**src/rtl/adc_ctl_pkg.sv**
```systemverilog
package adc_ctl_pkg;

    localparam int WORD_W       = 16;
    localparam int RES_W        = 10;
    localparam int SEL_W        = 3;
    localparam int NUM_CH       = 1 << SEL_W;
    localparam int DONE_IRQ_BIT = 11;

    typedef struct packed {
        logic             en;
        logic             start;
        logic             ext_ref;
        logic [SEL_W-1:0] sel;
        logic             sync_en;
    } ctrl_t;

    typedef enum logic [1:0] {
        ST_IDLE      = 2'd0,
        ST_WAIT_SYNC = 2'd1,
        ST_CONV      = 2'd2
    } seq_state_e;

    function automatic ctrl_t unpack_ctrl(input logic [WORD_W-1:0] w);
        ctrl_t c;
        c.en      = w[15];
        c.start   = w[7];
        c.ext_ref = w[5];
        c.sel     = w[4:2];
        c.sync_en = w[0];
        return c;
    endfunction

    function automatic logic [WORD_W-1:0] pack_ctrl(input ctrl_t c);
        return {c.en, 7'b0, c.start, 1'b0, c.ext_ref, c.sel, 1'b0, c.sync_en};
    endfunction

    function automatic logic [WORD_W-1:0] pack_data(input logic v,
                                                    input logic [RES_W-1:0] r);
        return {v, {(WORD_W-RES_W-1){1'b0}}, r};
    endfunction

endpackage

```
**src/rtl/adc_ctl_regfile.sv**
```systemverilog
module adc_ctl_regfile
    import adc_ctl_pkg::*;
#(
    parameter int ADDR_W    = 4,
    parameter int CTRL_ADDR = 0
) (
    input  logic              clk,
    input  logic              rst,
    input  logic              bus_we,
    input  logic [ADDR_W-1:0] bus_addr,
    input  logic [WORD_W-1:0] bus_wdata,
    input  logic              seq_idle,
    output ctrl_t             ctrl_q,
    output logic              start_req,
    output logic              start_sync,
    output logic [SEL_W-1:0]  start_sel,
    output logic              abort_req
);

    logic  wr_ctrl;
    ctrl_t wr_val;

    assign wr_ctrl = bus_we && (bus_addr == ADDR_W'(CTRL_ADDR));
    assign wr_val  = unpack_ctrl(bus_wdata);

    // Start is an edge of the stored start bit, qualified by prior power-up.
    assign start_req  = wr_ctrl && wr_val.start && !ctrl_q.start &&
                        ctrl_q.en && wr_val.en && seq_idle;
    assign start_sync = wr_val.sync_en;
    assign start_sel  = wr_val.sel;
    assign abort_req  = wr_ctrl && !wr_val.en && !seq_idle;

    always_ff @(posedge clk) begin
        if (rst) begin
            ctrl_q <= '0;
        end else if (wr_ctrl) begin
            ctrl_q <= wr_val;
        end
    end

endmodule

```
**src/rtl/adc_ctl_seq.sv**
```systemverilog
module adc_ctl_seq
    import adc_ctl_pkg::*;
#(
    parameter int LATENCY = 12
) (
    input  logic       clk,
    input  logic       rst,
    input  logic       start_req,
    input  logic       start_sync,
    input  logic       abort_req,
    input  logic       sync_i,
    output seq_state_e state_q,
    output logic       finish,
    output logic       done_q
);

    localparam int CNT_W = (LATENCY > 1) ? $clog2(LATENCY) : 1;
    localparam logic [CNT_W-1:0] CNT_LAST = CNT_W'(LATENCY - 1);

    logic             sync_q;
    logic             sync_rise;
    logic [CNT_W-1:0] cnt_q;

    assign sync_rise = sync_i && !sync_q;
    assign finish    = (state_q == ST_CONV) && !abort_req && (cnt_q == CNT_LAST);

    always_ff @(posedge clk) begin
        if (rst) begin
            state_q <= ST_IDLE;
            cnt_q   <= '0;
            sync_q  <= 1'b0;
            done_q  <= 1'b0;
        end else begin
            sync_q <= sync_i;
            done_q <= finish;
            unique case (state_q)
                ST_IDLE: begin
                    if (start_req) begin
                        state_q <= start_sync ? ST_WAIT_SYNC : ST_CONV;
                        cnt_q   <= '0;
                    end
                end
                ST_WAIT_SYNC: begin
                    if (abort_req) begin
                        state_q <= ST_IDLE;
                    end else if (sync_rise) begin
                        state_q <= ST_CONV;
                        cnt_q   <= '0;
                    end
                end
                ST_CONV: begin
                    if (abort_req || finish) begin
                        state_q <= ST_IDLE;
                    end else begin
                        cnt_q <= cnt_q + 1'b1;
                    end
                end
                default: state_q <= ST_IDLE;
            endcase
        end
    end

endmodule

```
**src/rtl/adc_ctl_conv_model.sv**
```systemverilog
module adc_ctl_conv_model
    import adc_ctl_pkg::*;
(
    input  logic                    clk,
    input  logic                    rst,
    input  logic [NUM_CH*RES_W-1:0] levels_i,
    input  logic                    start_req,
    input  logic [SEL_W-1:0]        start_sel,
    input  logic                    finish,
    output logic                    valid_q,
    output logic [RES_W-1:0]        result_q,
    output logic [SEL_W-1:0]        conv_sel_q
);

    logic [RES_W-1:0] lvl [NUM_CH];

    for (genvar g = 0; g < NUM_CH; g++) begin : g_split
        assign lvl[g] = levels_i[g*RES_W +: RES_W];
    end

    always_ff @(posedge clk) begin
        if (rst) begin
            valid_q    <= 1'b0;
            result_q   <= '0;
            conv_sel_q <= '0;
        end else if (start_req) begin
            valid_q    <= 1'b0;
            conv_sel_q <= start_sel;
        end else if (finish) begin
            valid_q  <= 1'b1;
            result_q <= lvl[conv_sel_q];
        end
    end

endmodule

```
**src/rtl/adc_ctl_top.sv**
```systemverilog
module adc_ctl_top
    import adc_ctl_pkg::*;
#(
    parameter int LATENCY   = 12,
    parameter int ADDR_W    = 4,
    parameter int CTRL_ADDR = 0,
    parameter int DATA_ADDR = 1
) (
    input  logic                    clk,
    input  logic                    rst,
    input  logic                    bus_we,
    input  logic [ADDR_W-1:0]       bus_addr,
    input  logic [WORD_W-1:0]       bus_wdata,
    output logic [WORD_W-1:0]       bus_rdata,
    input  logic                    sync_i,
    input  logic [NUM_CH*RES_W-1:0] levels_i,
    output logic                    pwr_o,
    output logic                    ref_ext_o,
    output logic [SEL_W-1:0]        chan_o,
    output logic                    done_o,
    output logic [WORD_W-1:0]       irq_src_o
);

    ctrl_t            ctrl_q;
    logic             start_req, start_sync, abort_req;
    logic [SEL_W-1:0] start_sel;
    seq_state_e       state_q;
    logic             finish, done_q;
    logic             valid_q;
    logic [RES_W-1:0] result_q;

    adc_ctl_regfile #(.ADDR_W(ADDR_W), .CTRL_ADDR(CTRL_ADDR)) u_regs (
        .clk        (clk),
        .rst        (rst),
        .bus_we     (bus_we),
        .bus_addr   (bus_addr),
        .bus_wdata  (bus_wdata),
        .seq_idle   (state_q == ST_IDLE),
        .ctrl_q     (ctrl_q),
        .start_req  (start_req),
        .start_sync (start_sync),
        .start_sel  (start_sel),
        .abort_req  (abort_req)
    );

    adc_ctl_seq #(.LATENCY(LATENCY)) u_seq (
        .clk        (clk),
        .rst        (rst),
        .start_req  (start_req),
        .start_sync (start_sync),
        .abort_req  (abort_req),
        .sync_i     (sync_i),
        .state_q    (state_q),
        .finish     (finish),
        .done_q     (done_q)
    );

    adc_ctl_conv_model u_model (
        .clk        (clk),
        .rst        (rst),
        .levels_i   (levels_i),
        .start_req  (start_req),
        .start_sel  (start_sel),
        .finish     (finish),
        .valid_q    (valid_q),
        .result_q   (result_q),
        .conv_sel_q (chan_o)
    );

    assign pwr_o     = ctrl_q.en;
    assign ref_ext_o = ctrl_q.ext_ref;
    assign done_o    = done_q;

    for (genvar b = 0; b < WORD_W; b++) begin : g_irq
        if (b == DONE_IRQ_BIT) begin : g_src
            assign irq_src_o[b] = done_q;
        end else begin : g_zero
            assign irq_src_o[b] = 1'b0;
        end
    end

    always_comb begin
        bus_rdata = '0;
        if (bus_addr == ADDR_W'(CTRL_ADDR)) begin
            bus_rdata = pack_ctrl(ctrl_q);
        end else if (bus_addr == ADDR_W'(DATA_ADDR)) begin
            bus_rdata = pack_data(valid_q, result_q);
        end
    end

endmodule

```
**config.mk**
```make
export PLATFORM = sky130hd
export DESIGN_NAME = adc_ctl_top
export DESIGN_NICKNAME = d
export VERILOG_FILES = /design/src/rtl/adc_ctl_pkg.sv /design/src/rtl/adc_ctl_regfile.sv /design/src/rtl/adc_ctl_seq.sv /design/src/rtl/adc_ctl_conv_model.sv /design/src/rtl/adc_ctl_top.sv
export SDC_FILE = /design/constraint.sdc
export NUM_CORES = 1
export LEC_CHECK = 0
export BUFFER_PORTS_ARGS = -buffer_cell sky130_fd_sc_hd__clkbuf_2
export CAP_MARGIN = 20
export CORE_MARGIN = 3
export CORE_UTILIZATION = 46
export CTS_BUF_LIST = sky130_fd_sc_hd__clkbuf_8
export DETAILED_ROUTE_END_ITERATION = 6
export GPL_TIMING_DRIVEN = 0
export PLACE_DENSITY_LB_ADDON = 0.3
export SLEW_MARGIN = 15
export SYNTH_ARGS = -nofsm -noshare
export SYNTH_HDL_FRONTEND = slang
export SYNTH_SLANG_ARGS = --single-unit
```
**constraint.sdc**
```tcl
create_clock -name clk -period 2.7 [get_ports clk]
set_input_delay 0.135 -clock clk [delete_from_list [all_inputs] [get_ports clk]]
set_output_delay 0.135 -clock clk [all_outputs]
set_load 0.05 [all_outputs]
```
# == After elaboration in Yosys (flattened, before gate mapping) ==
# Cells that the tools add are included.
# word_totals
register_bits,29
latch_bits,0
ramBits,0
romBits,0
out_inout_bits,38
elab_cells,66
mem_count,0
# classes
add_sub_neg,1
multipliers,0
div_mod_pow,0
magnitude_cmp,1
n_eq_ne,10
shifts,0
mux,16
bitwise,2
n_reduce_logical,24
# op_table
operator,count
16-bit 2-to-1 mux,2
10-bit binary-select mux with 3-bit select,1
10-bit 2-to-1 mux,2
4-bit 2-to-1 mux,4
4-bit one-hot mux with 3 select lines,1
1-bit logical AND,11
2-bit 2-to-1 mux,5
2-bit != test (second input constant),4
2-bit one-hot mux with 3 select lines,1
1-bit zero test,5
5-bit AND reduction,1
4-bit by 1-bit adder with 4-bit output (second input constant),1
4-bit by 1-bit equality test with 1-bit output (second input constant),1
4-bit equality test (second input constant),1
4-bit greater-or-equal comparator (second input constant),1
4-bit zero test,1
3-bit inverter with 4-bit output,1
3-bit by 1-bit != test with 1-bit output (second input constant),1
3-bit AND reduction,1
3-bit nonzero test,1
2-bit by 1-bit equality test with 1-bit output (second input constant),1
2-bit equality test (second input constant),1
2-bit zero test,1
2-bit by 1-bit != test with 1-bit output (second input constant),1
other kinds (4),4

# == Logic depth before layout (Yosys ltp) ==
# Gate-level depths: netlist of the first run.
# depth
depth_word,10
depth_mapped,6
ltp_nobuf,5

# == Cells and area by module ==
# A second synthesis of the first run with hierarchy kept.
# unflattened
hier_cells,264
hier_area_um2,2411.1
# modules_own_cells
module,instances,cells_each,area_each_um2
adc_ctl_conv_model,1,130,1203.7
adc_ctl_seq,1,50,484.2
adc_ctl_regfile,1,39,382.9
adc_ctl_top,1,45,340.3

# == Worst setup path after synthesis of the first run ==
# Ideal clock, no wire load.
# synth_path
path_kind,register to register
from,reg u_model.conv_sel_q[0]
to,reg u_model.result_q[2]
t_arrival_ns,1.799
t_required_ns,2.562
path_slack_ns,0.763
path_stages_with_launch,5
period_less_slack_ns,1.937
cell_sequence,dfxtp_1 buf_2 mux4_2 a21oi_1 a211oi_1
# synth_via
elab_chain_cells,4
# synth_lines
element,line,rtl
from (decl),adc_ctl_conv_model.sv:12,output logic [SEL_W-1:0] conv_sel_q
from (signal assigned),adc_ctl_conv_model.sv:28,conv_sel_q <= start_sel;
3-bit inverter with 4-bit output (not written as such),adc_ctl_conv_model.sv:31,result_q <= lvl[conv_sel_q];
10-bit binary-select mux with 3-bit select,adc_ctl_conv_model.sv:31,
10-bit 2-to-1 mux (not written as such) (2 in series),adc_ctl_conv_model.sv:31,
to (signal assigned),adc_ctl_conv_model.sv:31,
to (decl),adc_ctl_conv_model.sv:11,"output logic [RES_W-1:0] result_q,"
# Every way passes these cells. The select of a mux whose other input is x is not followed.
# A chain may end at the register's enable or synchronous reset.

# == Worst setup path in the final report of the first run ==
# layout_path
from,reg u_model.conv_sel_q[0]
to,reg u_model.result_q[4]
# Same word-level chain as after synthesis.

==> results of run 1 <==
[power groups by stage]
| stage | sequential (mW) | combinational [mW] | clock [mW] |
|---|---|---|---|
| finish | 0.431 | 0.216 | 0.324 |
| detailed placement | 0.440 | 0.214 | 0 |
| global placement | 0.440 | 0.211 | 0 |
| CTS | 0.431 | 0.214 | 0.331 |
| floorplan | 0.441 | 0.134 | 0 |
| global route | 0.431 | 0.233 | 0.350 |
[layout make-up]
cell class / count / area [um^2]
buffer: 37 / 249
fill: 365 / 1320
tap: 50 / 62.6
sequential: 29 / 581
clock inverter: 3 / 11.3
timing repair buffer: 111 / 556
clock buffer: 5 / 68.8
multi-input combinational: 177 / 1290
[worst paths after layout]
check,startpoint,endpoint,cells after the start
hold reg to reg,u_regs.ctrl_q[1]$_SDFFE_PP0N_,u_regs.ctrl_q[1]$_SDFFE_PP0N_,2
setup reg to reg,u_model.conv_sel_q[0]$_SDFFE_PP0P_,u_model.result_q[4]$_SDFFE_PP0P_,4
hold / removal,bus_wdata[5],u_regs.ctrl_q[4]$_SDFFE_PP0N_,3
setup / recovery,u_model.conv_sel_q[0]$_SDFFE_PP0P_,u_model.result_q[4]$_SDFFE_PP0P_,4
[cells in the final DEF, fill, tap and decap left out, drive strengths merged, types with 10 or more instances in the layout]
master,netlist,routed
a211oi,13,13
o22ai,10,10
conb,1,20
nor2,25,25
dfxtp,29,29
a21oi,18,18
buf,29,29
nand2,17,17
clkbuf,8,124
mux4,11,11
mux2i,29,29
[flip-flops by register name (all words and copies together) (netlist names)]
| register | cells |
|---|---|
| u_seq.done_q | 1 |
| u_seq.cnt_q | 4 |
| u_model.valid_q | 1 |
| u_seq.sync_q | 1 |
| u_seq.state_q | 2 |
| u_regs.ctrl_q | 7 |
| u_model.result_q | 10 |
| u_model.conv_sel_q | 3 |
[cell usage after synthesis, types with 5 or more instances]
cell type / n
buf_4: 22
nand2_1: 17
dfxtp_1: 29
a211oi_1: 12
a21oi_1: 18
mux4_2: 11
nor2_1: 23
o22ai_1: 10
and3_1: 5
clkbuf_1: 6
nand2b_1: 5
mux2i_1: 29
[per-layer routing]
metal / wire length (um) / share of wire (%) / GRT usage [%] / up-vias
li1: - / - / - / 1050
met1: 2390 / 41 / 27.2 / 937
met2: 2880 / 49 / 36.6 / 86
met3: 463 / 7.9 / 5.51 / 11
met4: 99 / 1.7 / 6.35 / 0
met5: 0 / 0 / 0 / -
[logic make-up (layout without fill, tap and decap cells)]
group | after synthesis | count (layout) | synth area share, %
simple gates | 67 | 67 | 16.2
other cells | 1 | 20 | 0.183
buf+inv | 37 | 156 | 12.1
flops | 29 | 29 | 28.3
mux | 42 | 42 | 27.5
fa+ha+maj | 1 | 1 | 0.610
compound gates | 47 | 47 | 15.0
[metrics by stage]
step | cell area [um^2] | utilization, % | cells | setup slack, ns | power [mW]
after floorplan | 2120 | - | 243 | 0.763 | 0.575
after global placement | 2740 | 66.1 | 404 | 0.819 | 0.652
after detailed placement | 2740 | 66.1 | 404 | 0.825 | 0.654
after CTS | 2820 | 68.1 | 412 | 0.807 | 0.977
after global routing | 2820 | 68.1 | 412 | 0.676 | 1.01
final | 2820 | 68.1 | 412 | 0.826 | 0.971
[critical path: cells and delay by family, from the launching register on]
family | cells | cell delay, ns
flops | 1 | 0.50
compound gates | 2 | 0.30
mux | 1 | 0.56
buf+inv | 1 | 0.37
==> run summary, run 1 <==
effective utilization at floorplan: 49.5%
GR Overflow Total: 0
PwrDens: 344 mW/mm^2
combinational share of power: 22.2%
FFs w/ async S/R, synth: 0%
Worst Path Class, Setup: flip-flop to flip-flop
Area Growth Syn to Fin: 37.5%
sequential area share after synthesis: 28.3%
slowest stage cell, crit path: mux4_2
Final period util: 69.4%
post-DR vias/cell: 5.06
WL final: 5.84 mm
Seq pwr share: 44.4%
H-tree Lvls: 2
r2r setup slk: 0.83 ns
CORE AREA: 0.00414 mm^2
Synth Cell Area: 0.00205 mm^2
crit start category: flip-flop
First-pass DRT Iterations: 4
Worst EP required: 2.83 ns
Int Power: 699 uW
Post-CTS Resized: 0
Ports: 142
Slew Viols, Final: 0
status: finished clean
Critical Path Max Stage Delay: 0.56 ns
Finish-stage setup viols: 0
worst skew pair latency: 0.28 ns
Sw Ratio: 28.0%
crit path time final: 1.87 ns
Worst-Margin Slew: 0.719 ns
chip width: 72.8 um
synth unique cells: 37
Diodes inserted: 0
sw power: 272 uW
Synth Instances: 224
Iter 0 DRT Violations: 113
post-CTS repair timing setup buffer count: 0
yosys warns: 0
CTS tree: built
Slew Limit Headroom: 51.7%
top cells by area, synth: dfxtp_1 (28%), mux2i_1 (14%), mux4_2 (12%)
skew final: 0.00258 ns
Synth Area per Inst: 9.15 um^2
final-report hold violation count: 0
vias in the first global route: 1942
maximum buffer depth of the clock tree: 2
# port buffers: 111
Cell Rows: 23
Layout Nets: 466
WL/cell: 14.2 um
Post-synth EDFFs: 0
clk root buf: clkbuf_8
RSZ-0062 raised after global routing: no
largest net degree at the start of global routing: 11
cell taking the most area after synthesis: dfxtp_1
Via Count: 2084
Post-DRT Antenna Nets: 0
worst hold margin: 0.0799 ns
Post-DP HPWL: 4.79 mm
hold_buf cts: 0
Worst Setup End Kind: flip-flop
Die ar.: 0.00530 mm^2
fmax: 534 MHz
Synth top area share: 28.3%
main flop type after synthesis: dfxtp_1
cts bufs inserted: 5
maximum VDD drop: 0.269 mV
CP Cell Sequence: buf_2 > mux4_2 > a21oi_1 > a211oi_1
first-pass GRT wire length: 8.84 mm
clock power share: 33.4%
MaxCap Viol Count: 0
P_leak: 1.31 nW
CTS sink cnt: 29
worst hold path type: input pin to flip-flop
routability-driven placement congestion ratio: 0.812
critical path fanouts, max: 10
Overall Global Routing Usage: 21.7%
FF+latch count, synth: 29
initial antenna violation count: 0
share of cells above drive strength 1: 45.6%
Total Neg Setup Slack: 0 ns
crit path DAT: 2.01 ns
DRC viols: 0
Die Height: 72.8 um
clock transition at the registers of the reported paths: 0.06 ns
Note: power is estimated with default switching activity, not from simulation.
==> inputs of run 2 (changes only) <==
- CORE_UTILIZATION: 46 -> 43
- clock period: 2.7 -> 1.9 ns (I/O delays scaled with it)
==> run summary, run 2 (synthesis results as in run 1) <==
Worst Path Class, Setup: flip-flop to flip-flop
initial antenna violation count: 0
first-pass GRT wire length: 9.46 mm
maximum VDD drop: 0.379 mV
final-report hold violation count: 0
max reg flops: 10
Ports: 142
fmax: 583 MHz
crit path DAT: 1.86 ns
Util after Layout: 63.3%
CTS sink cnt: 29
P_leak: 1.32 nW
routability-driven placement congestion ratio: 0.778
number of fill cells: 430
MaxCap Viol Count: 0
hold_buf cts: 0
vias in the first global route: 1970
Final period util: 90.2%
Worst EP required: 2.05 ns
H-tree Lvls: 2
Diodes inserted: 0
WL/cell: 14.5 um
min setup slack post-route: 0.185 ns
Cells after DPL: 406
Cell Rows: 24
Largest regs: u_model.result_q (10), u_regs.ctrl_q (7), u_seq.cnt_q (4)
Slew Viols, Final: 0
crit path time final: 1.71 ns
skew final: 0.00581 ns
GR Overflow Total: 0
Post-DP HPWL: 4.91 mm
post-DR vias/cell: 5.04
status: finished clean
Via Count: 2085
Die ar.: 0.00563 mm^2
Die Height: 75.1 um
effective utilization at floorplan: 45.8%
PwrDens: 492 mW/mm^2
clock transition at the registers of the reported paths: 0.06 ns
Biggest register: u_model.result_q
worst hold path type: input pin to flip-flop
worst slack, placed: 0.0641 ns
First-pass DRT Iterations: 4
chip width: 75.1 um
crit start category: flip-flop
worst skew pair latency: 0.29 ns
Slew Limit Headroom: 40.3%
maximum buffer depth of the clock tree: 2
Total Neg Setup Slack: 0 ns
Worst Setup End Kind: flip-flop
Post-DRT Antenna Nets: 0
Worst-Margin Slew: 0.889 ns
CTS tree: built
Area Growth Syn to Fin: 38.1%
Overall Global Routing Usage: 22.4%
commonest non-fill, non-tap cell in the layout: clkbuf_2
clk root buf: clkbuf_8
most frequent cells in the layout: clkbuf_2 (112), mux2i_1 (29), dfxtp_1 (28)
share of cells above drive strength 1: 46.4%
# port buffers: 111
RSZ-0062 raised after global routing: no
Iter 0 DRT Violations: 96
Layout Nets: 466
CORE AREA: 0.00447 mm^2
critical path fanouts, max: 10
WL final: 6.00 mm
Tot Pwr: 1.39 mW
largest net degree at the start of global routing: 11
cts bufs inserted: 5
Finish-stage setup viols: 0
Finished Layout Cells: 414
DRC viols: 0
[run 2: worst max-delay path, cell delays in order (launching register included)]
cell      delay [ns]
dfxtp_2         0.43
clkbuf_4        0.29
mux4_2          0.52
a21oi_1         0.22
a211oi_1        0.10
[run 2: layout make-up]
cell class	count	area, um^2	area share [%]
multi-input cells	177	1300	45.8
well taps	52	65.1	2.30
clock inverters	3	11.3	0.398
repair buffers	111	556	19.6
clock buffers	5	68.8	2.43
flip-flops and latches	29	582	20.5
plain buffers	37	253	8.92
[run 2: worst paths after layout]
| check | start | to | slack [ns] | cells after the start |
|---|---|---|---|---|
| worst max-delay path | u_model.conv_sel_q[0]$_SDFFE_PP0P_ | u_model.result_q[4]$_SDFFE_PP0P_ | 0.19 | 4 |
| worst min-delay path | bus_wdata[5] | u_regs.ctrl_q[4]$_SDFFE_PP0N_ | 0.03 | 3 |
| worst max register to register | u_model.conv_sel_q[0]$_SDFFE_PP0P_ | u_model.result_q[4]$_SDFFE_PP0P_ | 0.19 | 4 |
| worst min register to register | u_regs.ctrl_q[3]$_SDFFE_PP0N_ | u_regs.ctrl_q[3]$_SDFFE_PP0N_ | 0.46 | 2 |
[run 2: per-stage QoR]
stage	hold WS (ns)	cell area [um^2]
2_1_floorplan	0.223	2120
3_3_place_gp	0.320	2740
3_5_place_dp	0.327	2740
4_1_cts	0.0292	2820
5_1_grt	0.0578	2830
6_report	0.0333	2830
[run 2: power by group]
group / leakage (nW) / internal (mW) / switching [mW]
Combinational: 1.03 / 0.139 / 0.169
Sequential: 0.234 / 0.611 / 0.00129
Clock: 0.0519 / 0.243 / 0.231
Total: 1.32 / 0.993 / 0.401
[run 2: repair_timing]
action / 4_1_cts / 5_1_grt
gates resized for setup: 0 / 4
setup buffers: 0 / 0
endpoints found under the setup margin: 0 / 9
[run 2: layer usage]
metal	track usage, %	vias up	routed length (um)
li1	-	1055	-
met1	27.6	949	2510
met2	39.6	74	3090
met3	5.21	7	342
met4	4.74	0	64
met5	0	-	0
